File: src/rtl/rop_blit_pkg.sv
package rop_blit_pkg;
  localparam int REG_AW = 4;

  localparam logic [REG_AW-1:0] RA_SRC_START = 4'd0;
  localparam logic [REG_AW-1:0] RA_DST_START = 4'd1;
  localparam logic [REG_AW-1:0] RA_SRC_PITCH = 4'd2;
  localparam logic [REG_AW-1:0] RA_DST_PITCH = 4'd3;
  localparam logic [REG_AW-1:0] RA_WIDTH     = 4'd4;
  localparam logic [REG_AW-1:0] RA_HEIGHT    = 4'd5;
  localparam logic [REG_AW-1:0] RA_MODE      = 4'd6;
  localparam logic [REG_AW-1:0] RA_COLOUR    = 4'd7;
  localparam logic [REG_AW-1:0] RA_CTRL      = 4'd8;

  // mode register bit positions
  localparam int MB_XREV = 4;
  localparam int MB_YREV = 5;
  localparam int MB_SRC  = 6;

  typedef enum logic [2:0] {
    WK_IDLE,
    WK_SRC_REQ,
    WK_SRC_CAP,
    WK_DST_REQ,
    WK_DST_CAP,
    WK_WRITE
  } walk_state_t;
endpackage

File: src/rtl/rop_regs.sv
module rop_regs
  import rop_blit_pkg::*;
#(
  parameter int AW  = 22,
  parameter int DW  = 12,
  parameter int PIX = 8
) (
  input  logic              clk,
  input  logic              rst_n,
  input  logic              we,
  input  logic [REG_AW-1:0] addr,
  input  logic [AW-1:0]     wdata,
  input  logic              busy,
  output logic [AW-1:0]     src_start,
  output logic [AW-1:0]     dst_start,
  output logic [DW-1:0]     src_pitch,
  output logic [DW-1:0]     dst_pitch,
  output logic [DW-1:0]     width_m1,
  output logic [DW-1:0]     height_m1,
  output logic [3:0]        rop,
  output logic              x_rev,
  output logic              y_rev,
  output logic              use_src,
  output logic [PIX-1:0]    colour,
  output logic              start
);
  logic acc;
  assign acc   = we && !busy;
  assign start = acc && (addr == RA_CTRL) && wdata[0];

  always_ff @(posedge clk) begin
    if (!rst_n) begin
      src_start <= '0;
      dst_start <= '0;
      src_pitch <= '0;
      dst_pitch <= '0;
      width_m1  <= '0;
      height_m1 <= '0;
      rop       <= 4'h3;
      x_rev     <= 1'b0;
      y_rev     <= 1'b0;
      use_src   <= 1'b1;
      colour    <= '0;
    end else if (acc) begin
      unique case (addr)
        RA_SRC_START: src_start <= wdata;
        RA_DST_START: dst_start <= wdata;
        RA_SRC_PITCH: src_pitch <= wdata[DW-1:0];
        RA_DST_PITCH: dst_pitch <= wdata[DW-1:0];
        RA_WIDTH:     width_m1  <= wdata[DW-1:0];
        RA_HEIGHT:    height_m1 <= wdata[DW-1:0];
        RA_MODE: begin
          rop     <= wdata[3:0];
          x_rev   <= wdata[MB_XREV];
          y_rev   <= wdata[MB_YREV];
          use_src <= wdata[MB_SRC];
        end
        RA_COLOUR:    colour    <= wdata[PIX-1:0];
        default: ;
      endcase
    end
  end
endmodule

File: src/rtl/rop_mix.sv
module rop_mix #(
  parameter int PIX = 8
) (
  input  logic [3:0]     code,
  input  logic [PIX-1:0] s,
  input  logic [PIX-1:0] d,
  output logic [PIX-1:0] r
);
  always_comb begin
    unique case (code)
      4'h0: r = '0;
      4'h1: r = s & d;
      4'h2: r = s & ~d;
      4'h3: r = s;
      4'h4: r = ~s & d;
      4'h5: r = d;
      4'h6: r = s ^ d;
      4'h7: r = s | d;
      4'h8: r = ~(s | d);
      4'h9: r = ~(s ^ d);
      4'hA: r = ~d;
      4'hB: r = s | ~d;
      4'hC: r = ~s;
      4'hD: r = ~s | d;
      4'hE: r = ~(s & d);
      default: r = '1;
    endcase
  end
endmodule

File: src/rtl/rop_walker.sv
module rop_walker
  import rop_blit_pkg::*;
#(
  parameter int AW  = 22,
  parameter int DW  = 12,
  parameter int PIX = 8
) (
  input  logic           clk,
  input  logic           rst_n,
  input  logic           start,
  input  logic [AW-1:0]  src_start,
  input  logic [AW-1:0]  dst_start,
  input  logic [DW-1:0]  src_pitch,
  input  logic [DW-1:0]  dst_pitch,
  input  logic [DW-1:0]  width_m1,
  input  logic [DW-1:0]  height_m1,
  input  logic           x_rev,
  input  logic           y_rev,
  input  logic           use_src,
  input  logic [PIX-1:0] result,
  output logic [PIX-1:0] s_pix,
  output logic [PIX-1:0] d_pix,
  output logic           busy,
  output logic           done,
  output logic           mem_req,
  output logic           mem_we,
  output logic [AW-1:0]  mem_addr,
  output logic [PIX-1:0] mem_wdata,
  input  logic           mem_gnt,
  input  logic [PIX-1:0] mem_rdata
);
  walk_state_t st;
  logic [DW-1:0] x_cnt, y_cnt;
  logic [AW-1:0] src_row, dst_row, src_a, dst_a;
  logic [AW-1:0] x_step, s_ystep, d_ystep, src_row_n, dst_row_n;
  logic          last_px, row_end;
  walk_state_t   first_st;

  assign x_step    = x_rev ? {AW{1'b1}} : AW'(1);
  assign s_ystep   = y_rev ? (~AW'(src_pitch) + AW'(1)) : AW'(src_pitch);
  assign d_ystep   = y_rev ? (~AW'(dst_pitch) + AW'(1)) : AW'(dst_pitch);
  assign src_row_n = src_row + s_ystep;
  assign dst_row_n = dst_row + d_ystep;
  assign row_end   = (x_cnt == width_m1);
  assign last_px   = row_end && (y_cnt == height_m1);
  assign first_st  = use_src ? WK_SRC_REQ : WK_DST_REQ;

  assign busy      = (st != WK_IDLE);
  assign mem_req   = (st == WK_SRC_REQ) || (st == WK_DST_REQ) || (st == WK_WRITE);
  assign mem_we    = (st == WK_WRITE);
  assign mem_addr  = (st == WK_SRC_REQ) ? src_a : dst_a;
  assign mem_wdata = result;

  always_ff @(posedge clk) begin
    if (!rst_n) begin
      st      <= WK_IDLE;
      done    <= 1'b0;
      x_cnt   <= '0;
      y_cnt   <= '0;
      src_row <= '0;
      dst_row <= '0;
      src_a   <= '0;
      dst_a   <= '0;
      s_pix   <= '0;
      d_pix   <= '0;
    end else begin
      done <= 1'b0;
      unique case (st)
        WK_IDLE: if (start) begin
          x_cnt   <= '0;
          y_cnt   <= '0;
          src_row <= src_start;
          dst_row <= dst_start;
          src_a   <= src_start;
          dst_a   <= dst_start;
          st      <= first_st;
        end
        WK_SRC_REQ: if (mem_gnt) st <= WK_SRC_CAP;
        WK_SRC_CAP: begin
          s_pix <= mem_rdata;
          st    <= WK_DST_REQ;
        end
        WK_DST_REQ: if (mem_gnt) st <= WK_DST_CAP;
        WK_DST_CAP: begin
          d_pix <= mem_rdata;
          st    <= WK_WRITE;
        end
        WK_WRITE: if (mem_gnt) begin
          if (last_px) begin
            st   <= WK_IDLE;
            done <= 1'b1;
          end else begin
            st <= first_st;
            if (row_end) begin
              x_cnt   <= '0;
              y_cnt   <= y_cnt + DW'(1);
              src_row <= src_row_n;
              dst_row <= dst_row_n;
              src_a   <= src_row_n;
              dst_a   <= dst_row_n;
            end else begin
              x_cnt <= x_cnt + DW'(1);
              src_a <= src_a + x_step;
              dst_a <= dst_a + x_step;
            end
          end
        end
        default: st <= WK_IDLE;
      endcase
    end
  end
endmodule

File: src/rtl/rop_blit_engine.sv
module rop_blit_engine
  import rop_blit_pkg::*;
#(
  parameter int AW  = 22,
  parameter int DW  = 12,
  parameter int PIX = 8
) (
  input  logic              clk,
  input  logic              rst_n,
  input  logic              reg_we,
  input  logic [REG_AW-1:0] reg_addr,
  input  logic [AW-1:0]     reg_wdata,
  output logic              busy,
  output logic              done,
  output logic              mem_req,
  output logic              mem_we,
  output logic [AW-1:0]     mem_addr,
  output logic [PIX-1:0]    mem_wdata,
  input  logic              mem_gnt,
  input  logic [PIX-1:0]    mem_rdata
);
  logic [AW-1:0]  src_start, dst_start;
  logic [DW-1:0]  src_pitch, dst_pitch, width_m1, height_m1;
  logic [3:0]     rop;
  logic           x_rev, y_rev, use_src, start;
  logic [PIX-1:0] colour, s_pix, d_pix, s_oper, result;

  rop_regs #(.AW(AW), .DW(DW), .PIX(PIX)) u_regs (
    .clk(clk), .rst_n(rst_n), .we(reg_we), .addr(reg_addr), .wdata(reg_wdata),
    .busy(busy), .src_start(src_start), .dst_start(dst_start),
    .src_pitch(src_pitch), .dst_pitch(dst_pitch), .width_m1(width_m1),
    .height_m1(height_m1), .rop(rop), .x_rev(x_rev), .y_rev(y_rev),
    .use_src(use_src), .colour(colour), .start(start)
  );

  assign s_oper = use_src ? s_pix : colour;

  rop_mix #(.PIX(PIX)) u_mix (
    .code(rop), .s(s_oper), .d(d_pix), .r(result)
  );

  rop_walker #(.AW(AW), .DW(DW), .PIX(PIX)) u_walk (
    .clk(clk), .rst_n(rst_n), .start(start),
    .src_start(src_start), .dst_start(dst_start),
    .src_pitch(src_pitch), .dst_pitch(dst_pitch),
    .width_m1(width_m1), .height_m1(height_m1),
    .x_rev(x_rev), .y_rev(y_rev), .use_src(use_src), .result(result),
    .s_pix(s_pix), .d_pix(d_pix), .busy(busy), .done(done),
    .mem_req(mem_req), .mem_we(mem_we), .mem_addr(mem_addr),
    .mem_wdata(mem_wdata), .mem_gnt(mem_gnt), .mem_rdata(mem_rdata)
  );
endmodule

File: config.mk
export PLATFORM = sky130hd
export DESIGN_NAME = rop_blit_engine
export DESIGN_NICKNAME = d
export VERILOG_FILES = /design/src/rtl/rop_blit_pkg.sv /design/src/rtl/rop_regs.sv /design/src/rtl/rop_mix.sv /design/src/rtl/rop_walker.sv /design/src/rtl/rop_blit_engine.sv
export SDC_FILE = /design/constraint.sdc
export NUM_CORES = 1
export LEC_CHECK = 0
export BUFFER_PORTS_ARGS = -buffer_cell sky130_fd_sc_hd__clkbuf_2
export CELL_PAD_IN_SITES_DETAIL_PLACEMENT = 1
export CELL_PAD_IN_SITES_GLOBAL_PLACEMENT = 2
export CORE_ASPECT_RATIO = 1.2
export CORE_MARGIN = 8
export CORE_UTILIZATION = 40
export DETAILED_ROUTE_END_ITERATION = 10
export GPL_TIMING_DRIVEN = 0
export PLACE_DENSITY_LB_ADDON = 0.08
export SYNTH_ARGS = -nofsm -noshare
export SYNTH_HDL_FRONTEND = slang
export SYNTH_SLANG_ARGS = --single-unit
File: constraint.sdc
create_clock -name clk -period 6.78 [get_ports clk]
set_clock_uncertainty 0.1 [all_clocks]
set_input_delay 0 -clock clk [delete_from_list [all_inputs] [get_ports clk]]
set_output_delay 0 -clock clk [all_outputs]
set_load 0.02 [all_outputs]
==> impl_metrics.yaml <==
outcome:
  status: "finished with violations"
  violations: "max-capacitance violations, max-slew violations"
die:
  start_util_pct: 40.52
  die_w_um: 199.1
  row_count: 80
  die_area_sq_mm: 0.04695
  die_h_um: 235.8
  num_io_pins: 72
  coreArea_sq_mm: 0.03974
sta:
  worst_pin_slew_ns: 1.497
  rsz0062_at_grt: "false"
  setup_violations: 0
  max_freq_mhz: 159.5
  hold_viol_final: 0
  period_share_pct: 92.48
  fin_crit_ns: 6.270
  fin_ws_ns: 0.5097
  fin_tns_setup_ns: 0
  slew_violations: 1
  relSlewSlack_pct: -0.4657
logic_synthesis:
  avgSynthCellArea_sq_um: 7.823
  synth_top_area_cell: "dfxtp_1"
  syn_inst: 2058
  synth-async-reset-ratio_pct: 0
  ys_top_cells_by_count: "324 x nand2_1, 239 x dfxtp_1, 222 x nor2_1"
  yosys.cell_types.count: 75
  syn_area_sq_mm: 0.01610
  synth_flop_cell: "dfxtp_1"
  synth_nets: 2222
  ys_seq_elements: 239
  synth_top_area_share_pct: 29.72
  synth-edff-count: 0
  synth-seq-area-share_pct: 29.72
  yosysMostFrequentCell: "nand2_1"
  yosys_warnings: 0
  synthTopCellsByArea: "dfxtp_1 30%, ha_1 9.5%, nand2_1 7.6%"
worst_setup_path:
  cpMaxStageDelayCell: "clkbuf_1"
  required_ns: 7.12
  cp_num_buf_inv: 3
  path_class: "flop to flop"
  cp_top_family: "compound AO/OA/AOI/OAI gates"
  cpMostUsedCell: "clkbuf_1"
  slowest_delay_ns: 0.79
  cp.arrival_ns: 6.61
  end_kind: "flop"
  cp_cell_sequence: "clkbuf_1, clkbuf_1, clkbuf_1, nand2_1, o21ai_0, ha_1, a211oi_1, o21ai_0, a221oi_1, nor3_1, o41ai_1, a21oi_1, xnor2_1, nand4_1, o311ai_0"
  worstPathMaxFanout: 10
  crit_path_start_kind: "flop"
min_path:
  hold_path_class: "input pin to flop"
power_and_ir_drop:
  p_leak_nw: 7.984
  ir_worst_vdd_mv: 0.1616
  total_power_mw: 3.432
  p_per_area_mw_per_mm2: 185.8
global_routing:
  grt_pass1_vias: 16759
  grt_usage_pct: 29.05
  grt_pass1_wl_mm: 104.6
  antenna_found_initial: 1
  grt_max_degree: 39
  grt-ovfl-total: 0
final_layout:
  final_nets: 2359
  layout-drive-gt1-share_pct: 7.953
  syn2layout_area_growth_pct: 14.70
detailed_routing:
  first_pass_iters: 5
  viasPerCell: 5.963
  wire_per_inst_um: 25.22
  num_vias: 16381
  routed_wl_mm: 69.29
  drt-initial-drc-count: 955
  ant_nets: 0
  drc: 0
cts:
  postCtsSetupBuffers: 0
  clockBufferDepth: 3
  clk_pin_slew_ns: 0.06
  root_buffer: "clkbuf_16"
  cts_buffers: 29
  htree_levels: 1
  clk_latency_ns: 0.57
  cts_sinks: 239
  cts_tree: "built"
place:
  dp_hpwl_mm: 53.06
  io_buffers: 63
  dp_slack_ns: 0.7557
  routabilityCongestion: 0.9189
run:
  drv_cap: 1
## layer usage
metal | share of wire, % | up-vias | routed length, um | GRT usage [%]
met1 | 43 | 8145 | 29820 | 36.95
met4 | 4.3 | 0 | 2945 | 11.13
met5 | 0 | - | 0 | 0
met3 | 4.6 | 147 | 3170 | 2.650
li1 | - | 7624 | - | -
met2 | 48 | 465 | 33350 | 49.85
## registers in the layout (all words and copies together), names as in the netlist, 12 cells and up
register,cells
u_regs.dst_start,22
u_regs.src_start,22
u_walk.dst_a,22
u_walk.dst_row,22
u_walk.src_a,22
u_walk.src_row,22
u_regs.dst_pitch,12
u_regs.height_m1,12
u_regs.src_pitch,12
u_regs.width_m1,12
u_walk.x_cnt,12
u_walk.y_cnt,12
## path summary, 6_finish.rpt
path                                              to        startpoint  slack (ns)  cells after the start
worst max-delay path              u_walk.dst_row[21]      u_regs.y_rev        0.51                     15
worst min-delay path            u_regs.src_start[19]     reg_wdata[19]        0.12                      4
worst max register to register    u_walk.dst_row[21]      u_regs.y_rev        0.51                     15
worst min register to register      u_regs.colour[3]  u_regs.colour[3]        0.35                      2
## worst register-to-register path, stage by stage, from the launching register on
cell and delay, ns:
dfxtp_1 0.35, clkbuf_1 0.58, clkbuf_1 0.70, clkbuf_1 0.79
nand2_1 0.10, o21ai_0 0.23, ha_1 0.33, a211oi_1 0.34
o21ai_0 0.28, a221oi_1 0.69, nor3_1 0.16, o41ai_1 0.51
a21oi_1 0.21, xnor2_1 0.49, nand4_1 0.15, o311ai_0 0.15
## metrics by stage
| step | std cells | util (%) | hold WS (ns) | cell area, sq um |
|---|---|---|---|---|
| final | 2747 | 46.47 | 0.1237 | 18470 |
| after CTS | 2746 | 46.47 | 0.09532 | 18470 |
| after global placement | 2654 | 42.99 | 0.1514 | 17080 |
| after detailed placement | 2656 | 43.07 | 0.1530 | 17120 |
| after floorplan | 2058 | - | 0.03596 | 16100 |
| after global routing | 2746 | 46.47 | 0.1446 | 18470 |
## kinds of logic (layout without fill, tap and decap cells)
group           count (synthesis)  count (layout)  synth area share [%]
mux                           110             110                 7.126
buf+inv                       161             316                 3.917
fa+ha+maj                     126             126                 9.978
simple gates                  736             736                 19.99
flops                         239             239                 29.72
other cells                     0               1                     0
xor+xnor                      135             135                 7.437
compound gates                551             551                 21.84
## area by class of cell
class / instances / area (sq um)
fillers: 4928 / 21270
multi-input cells: 1658 / 10690
flip-flops and latches: 239 / 4786
clock buffers: 41 / 820.8
repair buffers: 106 / 755.7
well taps: 533 / 666.9
plain buffers: 119 / 473.0
inverters: 42 / 157.7
clock inverters: 8 / 118.9
diodes: 1 / 2.502
## where the power goes
group | leakage, nW | switching, mW | internal (mW)
clock network | 0.464 | 0.640 | 0.947
logic | 5.59 | 0.272 | 0.128
registers | 1.93 | 0.0189 | 1.43
total | 7.98 | 0.930 | 2.50
## repair_timing
action,4_1_cts,5_1_grt
hold endpoints to repair,110,0
hold buffers,41,0
gates resized for setup,0,0
## placed cells by master, fill, tap and decap left out, drive strengths merged, types with 17 or more instances in the layout
master	Yosys	final
a211oi	29	29
a21o	25	25
a21oi	173	173
a31oi	25	25
and3	22	22
buf	30	31
clkbuf	89	193
dfxtp	239	239
dlygate4sd3	0	41
ha	122	122
inv	42	42
mux2	27	27
mux2i	82	82
nand2	324	324
nand2b	19	19
nand3	41	41
nor2	222	222
nor3	26	26
o211ai	17	17
o21a	22	22
o21ai	127	127
xnor2	68	68
xor2	66	66
Note: power is estimated with default switching activity, not from simulation.
